[src/rtl/mwgpio_pkg.sv]
package mwgpio_pkg;

    localparam int PINS_PER_WORD = 32;

    typedef logic [PINS_PER_WORD-1:0] word_t;

    typedef enum logic [2:0] {
        BK_ENABLE = 3'd0,
        BK_DOUT   = 3'd1,
        BK_DIR    = 3'd2,
        BK_LEVEL  = 3'd3,
        BK_IMASK  = 3'd4,
        BK_STAT   = 3'd5,
        BK_EDGE   = 3'd6,
        BK_NONE   = 3'd7
    } bank_e;

    // Write request steered to one word slice.
    typedef struct packed {
        logic  wr;
        bank_e bank;
        word_t data;
    } wr_req_t;

    // Everything one word slice exposes to the read mux.
    typedef struct packed {
        word_t en;
        word_t dout;
        word_t dir;
        word_t lvl;
        word_t imask;
        word_t stat;
        word_t edge_rise;
    } word_view_t;

    function automatic int word_count(int pins);
        return (pins + PINS_PER_WORD - 1) / PINS_PER_WORD;
    endfunction

    function automatic int index_width(int words);
        return (words > 1) ? $clog2(words) : 1;
    endfunction

    function automatic int pins_in_word(int pins, int widx);
        int rest;
        rest = pins - widx * PINS_PER_WORD;
        return (rest >= PINS_PER_WORD) ? PINS_PER_WORD : rest;
    endfunction

    function automatic word_t low_ones(int n);
        word_t m;
        m = '0;
        for (int b = 0; b < PINS_PER_WORD; b++) begin
            if (b < n) m[b] = 1'b1;
        end
        return m;
    endfunction

endpackage

[src/rtl/mwgpio_sync_edge.sv]
module mwgpio_sync_edge #(
    parameter int W = 32
) (
    input  logic         clk,
    input  logic         rst,
    input  logic [W-1:0] raw,
    output logic [W-1:0] level,
    output logic [W-1:0] rise,
    output logic [W-1:0] fall
);

    logic [W-1:0] meta_q;
    logic [W-1:0] lvl_q;
    logic [W-1:0] prev_q;

    always_ff @(posedge clk) begin
        if (rst) begin
            meta_q <= '0;
            lvl_q  <= '0;
            prev_q <= '0;
        end else begin
            meta_q <= raw;
            lvl_q  <= meta_q;
            prev_q <= lvl_q;
        end
    end

    assign level = lvl_q;
    assign rise  = lvl_q & ~prev_q;
    assign fall  = ~lvl_q & prev_q;

    AST_SYNC_TWO_STAGES: assert property (@(posedge clk) disable iff (rst)
        (!$past(rst) && !$past(rst, 2)) |-> (lvl_q == $past(raw, 2)));

endmodule

[src/rtl/mwgpio_word.sv]
module mwgpio_word
    import mwgpio_pkg::*;
#(
    parameter int CNT        = 32,
    parameter bit HAS_ENABLE = 1'b1,
    parameter bit HAS_EDGE   = 1'b1
) (
    input  logic           clk,
    input  logic           rst,
    input  wr_req_t        req,
    input  logic [CNT-1:0] pin_raw,
    output logic [CNT-1:0] pin_drv,
    output logic [CNT-1:0] pin_en_out,
    output word_view_t     view,
    output logic           irq_any
);

    localparam word_t VALID = low_ones(CNT);

    logic [CNT-1:0] lvl_n, rise_n, fall_n;
    word_t lvl_w, rise_w, fall_w;
    word_t en_q, dout_q, dir_q, imask_q, stat_q, edge_q;
    word_t en_eff, edge_eff, evt, hit, stat_keep;
    logic  wr_en, wr_dout, wr_dir, wr_mask, wr_stat, wr_edge;

    mwgpio_sync_edge #(.W(CNT)) u_sync (
        .clk   (clk),
        .rst   (rst),
        .raw   (pin_raw),
        .level (lvl_n),
        .rise  (rise_n),
        .fall  (fall_n)
    );

    always_comb begin
        lvl_w  = '0;
        rise_w = '0;
        fall_w = '0;
        lvl_w[CNT-1:0]  = lvl_n;
        rise_w[CNT-1:0] = rise_n;
        fall_w[CNT-1:0] = fall_n;
    end

    assign wr_en   = req.wr && (req.bank == BK_ENABLE);
    assign wr_dout = req.wr && (req.bank == BK_DOUT);
    assign wr_dir  = req.wr && (req.bank == BK_DIR);
    assign wr_mask = req.wr && (req.bank == BK_IMASK);
    assign wr_stat = req.wr && (req.bank == BK_STAT);
    assign wr_edge = req.wr && (req.bank == BK_EDGE);

    // Optional banks: a missing bank behaves as fixed ones (enable) or fixed zeros (edge).
    assign en_eff   = HAS_ENABLE ? en_q : VALID;
    assign edge_eff = HAS_EDGE ? edge_q : '0;

    assign evt       = HAS_EDGE ? ((edge_eff & rise_w) | (~edge_eff & fall_w)) : lvl_w;
    assign hit       = evt & en_eff & dir_q & VALID;
    assign stat_keep = wr_stat ? (stat_q & req.data) : stat_q;

    always_ff @(posedge clk) begin
        if (rst) begin
            en_q    <= '0;
            dout_q  <= '0;
            dir_q   <= VALID;
            imask_q <= '0;
            stat_q  <= '0;
            edge_q  <= '0;
        end else begin
            if (wr_en)   en_q    <= req.data & VALID;
            if (wr_dout) dout_q  <= req.data & VALID;
            if (wr_dir)  dir_q   <= req.data & VALID;
            if (wr_mask) imask_q <= req.data & VALID;
            if (wr_edge) edge_q  <= req.data & VALID;
            stat_q <= stat_keep | hit;
        end
    end

    assign pin_drv    = dout_q[CNT-1:0];
    assign pin_en_out = en_eff[CNT-1:0] & ~dir_q[CNT-1:0];
    assign irq_any    = |(stat_q & ~imask_q);

    assign view.en        = en_eff;
    assign view.dout      = dout_q;
    assign view.dir       = dir_q;
    assign view.lvl       = lvl_w;
    assign view.imask     = imask_q;
    assign view.stat      = stat_q;
    assign view.edge_rise = edge_eff;

    AST_SET_WINS: assert property (@(posedge clk) disable iff (rst)
        1'b1 |=> ((stat_q & $past(hit)) == $past(hit)));

    AST_UNUSED_ZERO: assert property (@(posedge clk) disable iff (rst)
        ((dout_q | dir_q | imask_q | stat_q | en_eff | edge_eff) & ~VALID) == '0);

    AST_STAT_NEEDS_INPUT: assert property (@(posedge clk) disable iff (rst)
        ((stat_q & ~$past(stat_q)) & ~$past(en_eff & dir_q)) == '0);

endmodule

[src/rtl/mwgpio_ctrl.sv]
module mwgpio_ctrl
    import mwgpio_pkg::*;
#(
    parameter int NUM_PINS   = 102,
    parameter int ADDR_W     = 8,
    parameter bit HAS_ENABLE = 1'b1,
    parameter bit HAS_EDGE   = 1'b1
) (
    input  logic                clk,
    input  logic                rst,
    input  logic [ADDR_W-1:0]   bus_addr,
    input  logic                bus_we,
    input  logic [31:0]         bus_wdata,
    output logic [31:0]         bus_rdata,
    input  logic [NUM_PINS-1:0] pin_in,
    output logic [NUM_PINS-1:0] pin_out,
    output logic [NUM_PINS-1:0] pin_oe,
    output logic                irq
);

    localparam int NUM_WORDS = word_count(NUM_PINS);
    localparam int WIDX_W    = index_width(NUM_WORDS);
    localparam int BANK_LSB  = WIDX_W + 2;
    localparam int BANK_MSB  = BANK_LSB + 2;

    logic              upper_zero;
    logic              addr_ok;
    bank_e             sel_bank;
    logic [WIDX_W-1:0] sel_word;
    word_view_t        views [NUM_WORDS];
    logic [NUM_WORDS-1:0] word_irq;

    generate
        if (ADDR_W > BANK_MSB + 1) begin : g_upper
            assign upper_zero = (bus_addr[ADDR_W-1:BANK_MSB+1] == '0);
        end else begin : g_no_upper
            assign upper_zero = 1'b1;
        end
    endgenerate

    assign addr_ok  = upper_zero && (bus_addr[1:0] == 2'b00);
    assign sel_bank = bank_e'(bus_addr[BANK_MSB:BANK_LSB]);
    assign sel_word = bus_addr[BANK_LSB-1:2];

    generate
        for (genvar w = 0; w < NUM_WORDS; w++) begin : g_word
            localparam int LO  = w * PINS_PER_WORD;
            localparam int CNT = pins_in_word(NUM_PINS, w);
            wr_req_t rq;

            assign rq.wr   = bus_we && addr_ok && (sel_word == WIDX_W'(w));
            assign rq.bank = sel_bank;
            assign rq.data = bus_wdata;

            mwgpio_word #(
                .CNT        (CNT),
                .HAS_ENABLE (HAS_ENABLE),
                .HAS_EDGE   (HAS_EDGE)
            ) u_word (
                .clk        (clk),
                .rst        (rst),
                .req        (rq),
                .pin_raw    (pin_in[LO+CNT-1:LO]),
                .pin_drv    (pin_out[LO+CNT-1:LO]),
                .pin_en_out (pin_oe[LO+CNT-1:LO]),
                .view       (views[w]),
                .irq_any    (word_irq[w])
            );
        end
    endgenerate

    assign irq = |word_irq;

    always_comb begin
        bus_rdata = '0;
        if (addr_ok && (int'(sel_word) < NUM_WORDS)) begin
            case (sel_bank)
                BK_ENABLE: bus_rdata = views[sel_word].en;
                BK_DOUT:   bus_rdata = views[sel_word].dout;
                BK_DIR:    bus_rdata = views[sel_word].dir;
                BK_LEVEL:  bus_rdata = views[sel_word].lvl;
                BK_IMASK:  bus_rdata = views[sel_word].imask;
                BK_STAT:   bus_rdata = views[sel_word].stat;
                BK_EDGE:   bus_rdata = views[sel_word].edge_rise;
                default:   bus_rdata = '0;
            endcase
        end
    end

    AST_IRQ_FALL_NEEDS_WRITE: assert property (@(posedge clk) disable iff (rst)
        $fell(irq) |-> $past(bus_we));

    AST_RESET_NO_DRIVE: assert property (@(posedge clk)
        $past(rst) |-> (pin_oe == '0 && !irq));

endmodule

[config.mk]
export PLATFORM = sky130hd
export DESIGN_NAME = mwgpio_ctrl
export DESIGN_NICKNAME = d
export VERILOG_FILES = /design/src/rtl/mwgpio_pkg.sv /design/src/rtl/mwgpio_sync_edge.sv /design/src/rtl/mwgpio_word.sv /design/src/rtl/mwgpio_ctrl.sv
export SDC_FILE = /design/constraint.sdc
export NUM_CORES = 2
export LEC_CHECK = 0
export BUFFER_PORTS_ARGS = -buffer_cell sky130_fd_sc_hd__buf_2
export CORE_ASPECT_RATIO = 1.25
export CORE_MARGIN = 4
export CORE_UTILIZATION = 60
export CTS_CLUSTER_SIZE = 20
export DETAILED_ROUTE_END_ITERATION = 6
export GPL_ROUTABILITY_DRIVEN = 0
export PLACE_DENSITY_LB_ADDON = 0.15
export SLEW_MARGIN = 20
export SYNTH_ARGS = -nofsm -noshare
export SYNTH_HDL_FRONTEND = slang
export SYNTH_SLANG_ARGS = --single-unit
export TNS_END_PERCENT = 100
[constraint.sdc]
create_clock -name clk -period 4.9 [get_ports clk]
set_input_delay 0.735 -clock clk [delete_from_list [all_inputs] [get_ports clk]]
set_output_delay 0.735 -clock clk [all_outputs]
set_load 0.005 [all_outputs]
# [Word-level counts from Yosys, hierarchy flattened]
# Cells that the tools add are included.
[totals] rom_bits=0 mem_count=0 out_inout_bits=237 latch_bits=0 mem_bits_rw=0 reg_bits=944 word_cells=155
[classes] bitwise_logic=66 reduce_logical=34 addsub=0 n_eq_ne=9 n_mul=0 shifts=0 order_cmp=1 mux=9 div=0
[op_table] op="bitwise AND 32 bit" count=29
[op_table] op="inverter 32 bit" count=15
[op_table] op="binary-select mux 224 bit (select 2 bit)" count=1
[op_table] op="2-to-1 mux 224 bit" count=2
[op_table] op="case mux 32 bit (7 select lines)" count=1
[op_table] op="OR 32 bit" count=6
[op_table] op="2-to-1 mux 32 bit" count=5
[op_table] op="OR reduction 128 bit" count=1
[op_table] op="bitwise AND 6 bit" count=7
[op_table] op="inverter 6 -> 32 bit" count=1
[op_table] op="OR 32 x 6 -> 32 bit" count=1
[op_table] op="logical AND 1 bit" count=30
[op_table] op="inverter 6 bit" count=4
[op_table] op="equality test 3 bit (second input constant)" count=3
[op_table] op="equality test 3 x 2 -> 1 bit (second input constant)" count=2
[op_table] op="OR 6 bit" count=1
[op_table] op="equality test 2 bit (second input constant)" count=2
[op_table] op="logical NOT 2 bit" count=2
[op_table] op="equality test 3 x 1 -> 1 bit (second input constant)" count=1
[op_table] op="greater-or-equal comparator 3 bit (second input constant)" count=1
[op_table] op="logical NOT 3 bit" count=1
[op_table] op="inverter 2 -> 3 bit" count=1
[op_table] op="equality test 2 x 1 -> 1 bit (second input constant)" count=1
[op_table] op="inverter 1 bit" count=1

# [Longest topological paths before layout]
[depth] ltp_word=7 depth_mapped=8 ltp_nobuf=5

# [By module]
# From an unflattened synthesis, not the netlist that was laid out.
[hier_totals] cells_unflattened=4846 hier_area_um2=43593.1
[modules_own_cells] module="mwgpio_word at g_word[0].u_word ..." instances=3 seq_area_each_um2=3843.7 cells_per_inst=990 area_each_um2=7775.0
[modules_own_cells] module="mwgpio_sync_edge at g_word[0].u_word.u_sync ..." instances=3 seq_area_each_um2=1921.8 cells_per_inst=266 area_each_um2=3000.4
[modules_own_cells] module="mwgpio_ctrl" instances=1 seq_area_each_um2=0.0 cells_per_inst=625 area_each_um2=7091.8
[modules_own_cells] module="mwgpio_word at g_word[3].u_word" instances=1 seq_area_each_um2=1241.2 cells_per_inst=404 area_each_um2=3611.0
[modules_own_cells] module="mwgpio_sync_edge at g_word[3].u_word.u_sync" instances=1 seq_area_each_um2=360.3 cells_per_inst=49 area_each_um2=564.3

# [Worst setup path before layout]
# OpenSTA, ideal clock, no wires.
[synth_timing] path_type="input to output" startpoint="input bus_addr[4]" endpoint="output bus_rdata[9]" slack_ns=1.903 path_stages=8 t_required_ns=4.165 arrival_ns=2.262 cell_sequence="buf_2 -> or3b_1 -> buf_2 -> nor2_2 -> clkbuf_1 -> a32o_1 -> a2111oi_0 -> a21oi_1"
[synth_via] elab_chain_len=3 word_cells_on_any_way=9 cone_classes="eq/ne: 6; mux: 2; reduce/logical: 1"
[synth_lines] item="start: declaration" line_no="mwgpio_ctrl.sv:11" text="input logic [ADDR_W-1:0] bus_addr,"
[synth_lines] item="equality test 3 bit (tied with other cells)" line_no="mwgpio_ctrl.sv:77" text="case (sel_bank)"
[synth_lines] item="case mux 32 bit (7 select lines) *" line_no="mwgpio_ctrl.sv:77"
[synth_lines] item="2-to-1 mux 32 bit *" line_no="mwgpio_ctrl.sv:76" text="if (addr_ok && (int'(sel_word) < NUM_WORDS)) begin"
[synth_lines] item="end: declaration" line_no="mwgpio_ctrl.sv:14" text="output logic [31:0] bus_rdata,"
# Every way passes the cells marked *; elsewhere a longest branch is shown, timed or not.

# [Worst setup path in the final report]
[layout_timing] startpoint="input bus_addr[5]" endpoint="output bus_rdata[26]"
# Same word-level chain as after synthesis.

==> impl_results.md <==
* Initial antenna violation count at 5
* Post-CTS Hold Buffers at 0
* Startpoint Class: input pin
* Met3 routed WL at between 15000 and 20000 µm
* Post-Syn Area at around 40000 µm²
* Area delta synth->final at 13.4%
* Final period utilization at 91.5%
* CTS buffer count at 92
* Max Buffers Root-to-Sink at 3
* Total Routing Usage GR at 42.6%
* Initial Utilization at between 60% and 70%
* Status: finished with violations
* WP buf/inv at 3
* Post-Synthesis Cells at around 4900
* Commonest cells after routing, fill and taps aside: 1089 x nand2_1, 944 x dfxtp_1, 605 x a21oi_1, 415 x nor2b_1, 379 x buf_2
* CP max stage delay at 950 ps
* Required @ worst endpoint at about 4200 ps
* Number of DRC markers in iteration 0 at 4863
* Core area at 65800 µm²
* Met2 wire len at around 70000 µm
* Nets at 5187
* DRT Wirelength at between 150000 and 200000 µm
* Die area at roughly 71000 µm²
* Worst-Skew Late Latency at ~680 ps
* Syn. warnings at 0
* M1 wire length at between 50000 and 60000 µm
* Async SR Flop Fraction at 0%
* Skew final at around 32 ps
* RSZ-0062 raised after global routing: false
* Worst setup margin at 414 ps
* Share of cells above drive strength 1 at 13.6%
* Crit-path cells: buf_2, nand4bb_1, buf_4, o22ai_1, nor4_1, a21oi_1, buf_2
* Post-Syn Nets at 5015
* Commonest non-fill, non-tap cell in the layout: nand2_1
* Via count at 38140
* DRC at 13
* Crit path capture type: output port
* Post-route ant nets at 0
* Global-route wire length before repair at between 200000 and 250000 µm
* Final setup vio count at 0
* I/O pin count at roughly 380
* Lkg Pwr at 16.4 nW
* TritonRoute pass-1 iters at 7
* Critical Path Slowest Stage Cell: nor4_1
* Setup repair bufs after CTS at 0
* Largest net degree at the start of global routing at about 120
* Syn avg cell area at slightly above 8 µm²
* Setup TNS at 0 ps
* Clock transition at path regs at approximately 60 ps
* CP arrival at about 3800 ps
* CTS Root Cell: clkbuf_16
* CTS sink cnt at 944
* Vias in the first global route at between 30000 and 40000
* Uppermost layer routed: met5
* CTS tree: yes
* Die height at between 200 and 300 µm
* Max-slew violations at 0
* Post-DR wirelength/cell at 26.5 µm
* Max H-tree Level at 3
* P per Cell Area at between 300 and 400 nW/µm²
* Violated checks: DRC
* Netlist cell types at 53
* Maximum achievable frequency at 0.223 GHz
* Min Tclk post-route at about 4500 ps
* Seq/Total Area, Yosys at 47.4%
* CP delay by family, top: simple AND/OR/NAND/NOR gates
* Final hold vios at 0
* Post-CTS sizing at 0
* Max rail drop VDD at between 0.3 and 0.4 mV
* Die X at ~240 µm
* Hpwl dp at around 110000 µm
* Worst min path class: in2reg
* Max_slew headroom at around 22%
* Cell Rows at 105
* Crit path max fanout at 21
* Worst slew pin tran at roughly 1200 ps
* EDFF count, synth at 0
* Worst setup path class: in2out
* MaxCap Viol Count at 0
* Prevailing post-synth register cell: dfxtp_1
* Vias per cell at 6.38
* Crit path top cell by count: buf_2
* Fill cells at between 5000 and 6000
* Buffers on Ports at 381
* Worst slack, placed at a little under 800 ps
* Synth Register Bits at 944
* Gr ovfl total at 0
==> final timing paths <==
kind,depth (start not counted),endpoint,slack (ps),startpoint
max reg2reg,4,g_word[2].u_word.stat_q[13],3410,g_word[2].u_word.u_sync.level[13]
min reg2reg,1,g_word[1].u_word.u_sync.level[25],430,g_word[1].u_word.u_sync.meta_q[25]
max,7,bus_rdata[26],410,bus_addr[5]
min,2,g_word[2].u_word.u_sync.meta_q[30],270,pin_in[94]
==> synthesized netlist by cell type, types with 3 or more instances <==
cell type	instances	area, µm²
o21ai_0	153	766
o211ai_1	6	45.0
nand2b_1	21	131
or4_1	3	22.5
nor2_4	4	45.0
buf_2	61	305
a22o_1	25	219
mux2i_1	242	2420
or2_2	4	25.0
buf_4	15	113
mux4_2	19	428
nor3_1	72	360
clkbuf_1	295	1110
nand2_1	1091	4100
nand3_1	111	556
a211o_1	7	61.3
a32o_1	24	240
nand4_1	8	50.1
nor3b_1	26	195
or3_1	4	25.0
buf_1	9	33.8
nor2_2	7	43.8
inv_1	86	323
o22ai_1	131	820
dfxtp_1	944	18900
a2111oi_0	25	219
o31ai_1	64	480
buf_6	4	45.0
mux2_2	31	349
nor2_1	223	837
a22oi_1	6	45.0
nand3b_1	59	443
nor2b_1	416	2600
a21oi_1	605	3030
o2111ai_1	6	52.6
nor4_1	42	263
==> layout make-up <==
| cell class | count | area [µm²] | area share (%) |
|---|---|---|---|
| Tap cell | 856 | 1070 | 2.37 |
| Sequential cell | 944 | 18900 | 41.8 |
| Timing Repair Buffer | 462 | 2760 | 6.10 |
| Multi-Input combinational cell | 3456 | 19100 | 42.3 |
| Antenna cell | 3 | 7.51 | 0.0166 |
| Clock inverter | 28 | 282 | 0.622 |
| Inverter | 86 | 323 | 0.714 |
| Clock buffer | 140 | 2770 | 6.12 |
==> worst register-to-register path, cell delays in order, from the launching register on <==
cell,delay [ps]
dfxtp_1,870
nand2_1,120
o21ai_0,180
nand3_1,90
a21oi_1,160
==> power breakdown <==
group,total (mW),switching (mW),internal [mW]
clock,7.22,3.10,4.11
sequential,7.87,0.0944,7.78
combinational,0.763,0.523,0.240
total,15.9,3.72,12.1
==> stage by stage <==
step / power [mW] / area (µm²) / util, % / hold WS, ps / cells
after global placement: 8.76 / 42200 / 64.1 / 418 / 5804
after floorplan: 8.47 / 39900 / - / 414 / 4870
final: 15.9 / 45200 / 68.7 / 266 / 5975
after detailed placement: 8.77 / 42200 / 64.1 / 422 / 5804
after global routing: 16.2 / 45200 / 68.7 / 263 / 5972
after CTS: 15.8 / 45200 / 68.7 / 265 / 5972
==> cells by family after synthesis <==
| family | after synthesis | share of synthesized area [%] |
|---|---|---|
| AOI/OAI and AO/OA | 1060 | 15.1 |
| and+or+nand+nor | 2104 | 24.7 |
| DFF | 944 | 47.4 |
| muxes | 292 | 8.02 |
| buffers and inverters | 470 | 4.83 |
==> layer usage <==
metal  global-route usage [%]  vias to the layer above
li1                         -                    16856
met5                        0                        -
met1                     47.2                    17773
met4                     39.2                        6
met3                     11.1                      810
met2                     67.0                     2695
==> sequential cells by signal, summed over array words and instances (netlist names) <==
register                     count
g_word.u_word.stat_q           128
g_word.u_word.dir_q            102
g_word.u_word.edge_eff         102
g_word.u_word.en_eff           102
g_word.u_word.imask_q          102
g_word.u_word.u_sync.level     102
g_word.u_word.u_sync.meta_q    102
g_word.u_word.u_sync.prev_q    102
g_word.u_word.pin_drv           96
g_word.u_word.dout_q             6
Note: power is estimated with default switching activity, not from simulation.
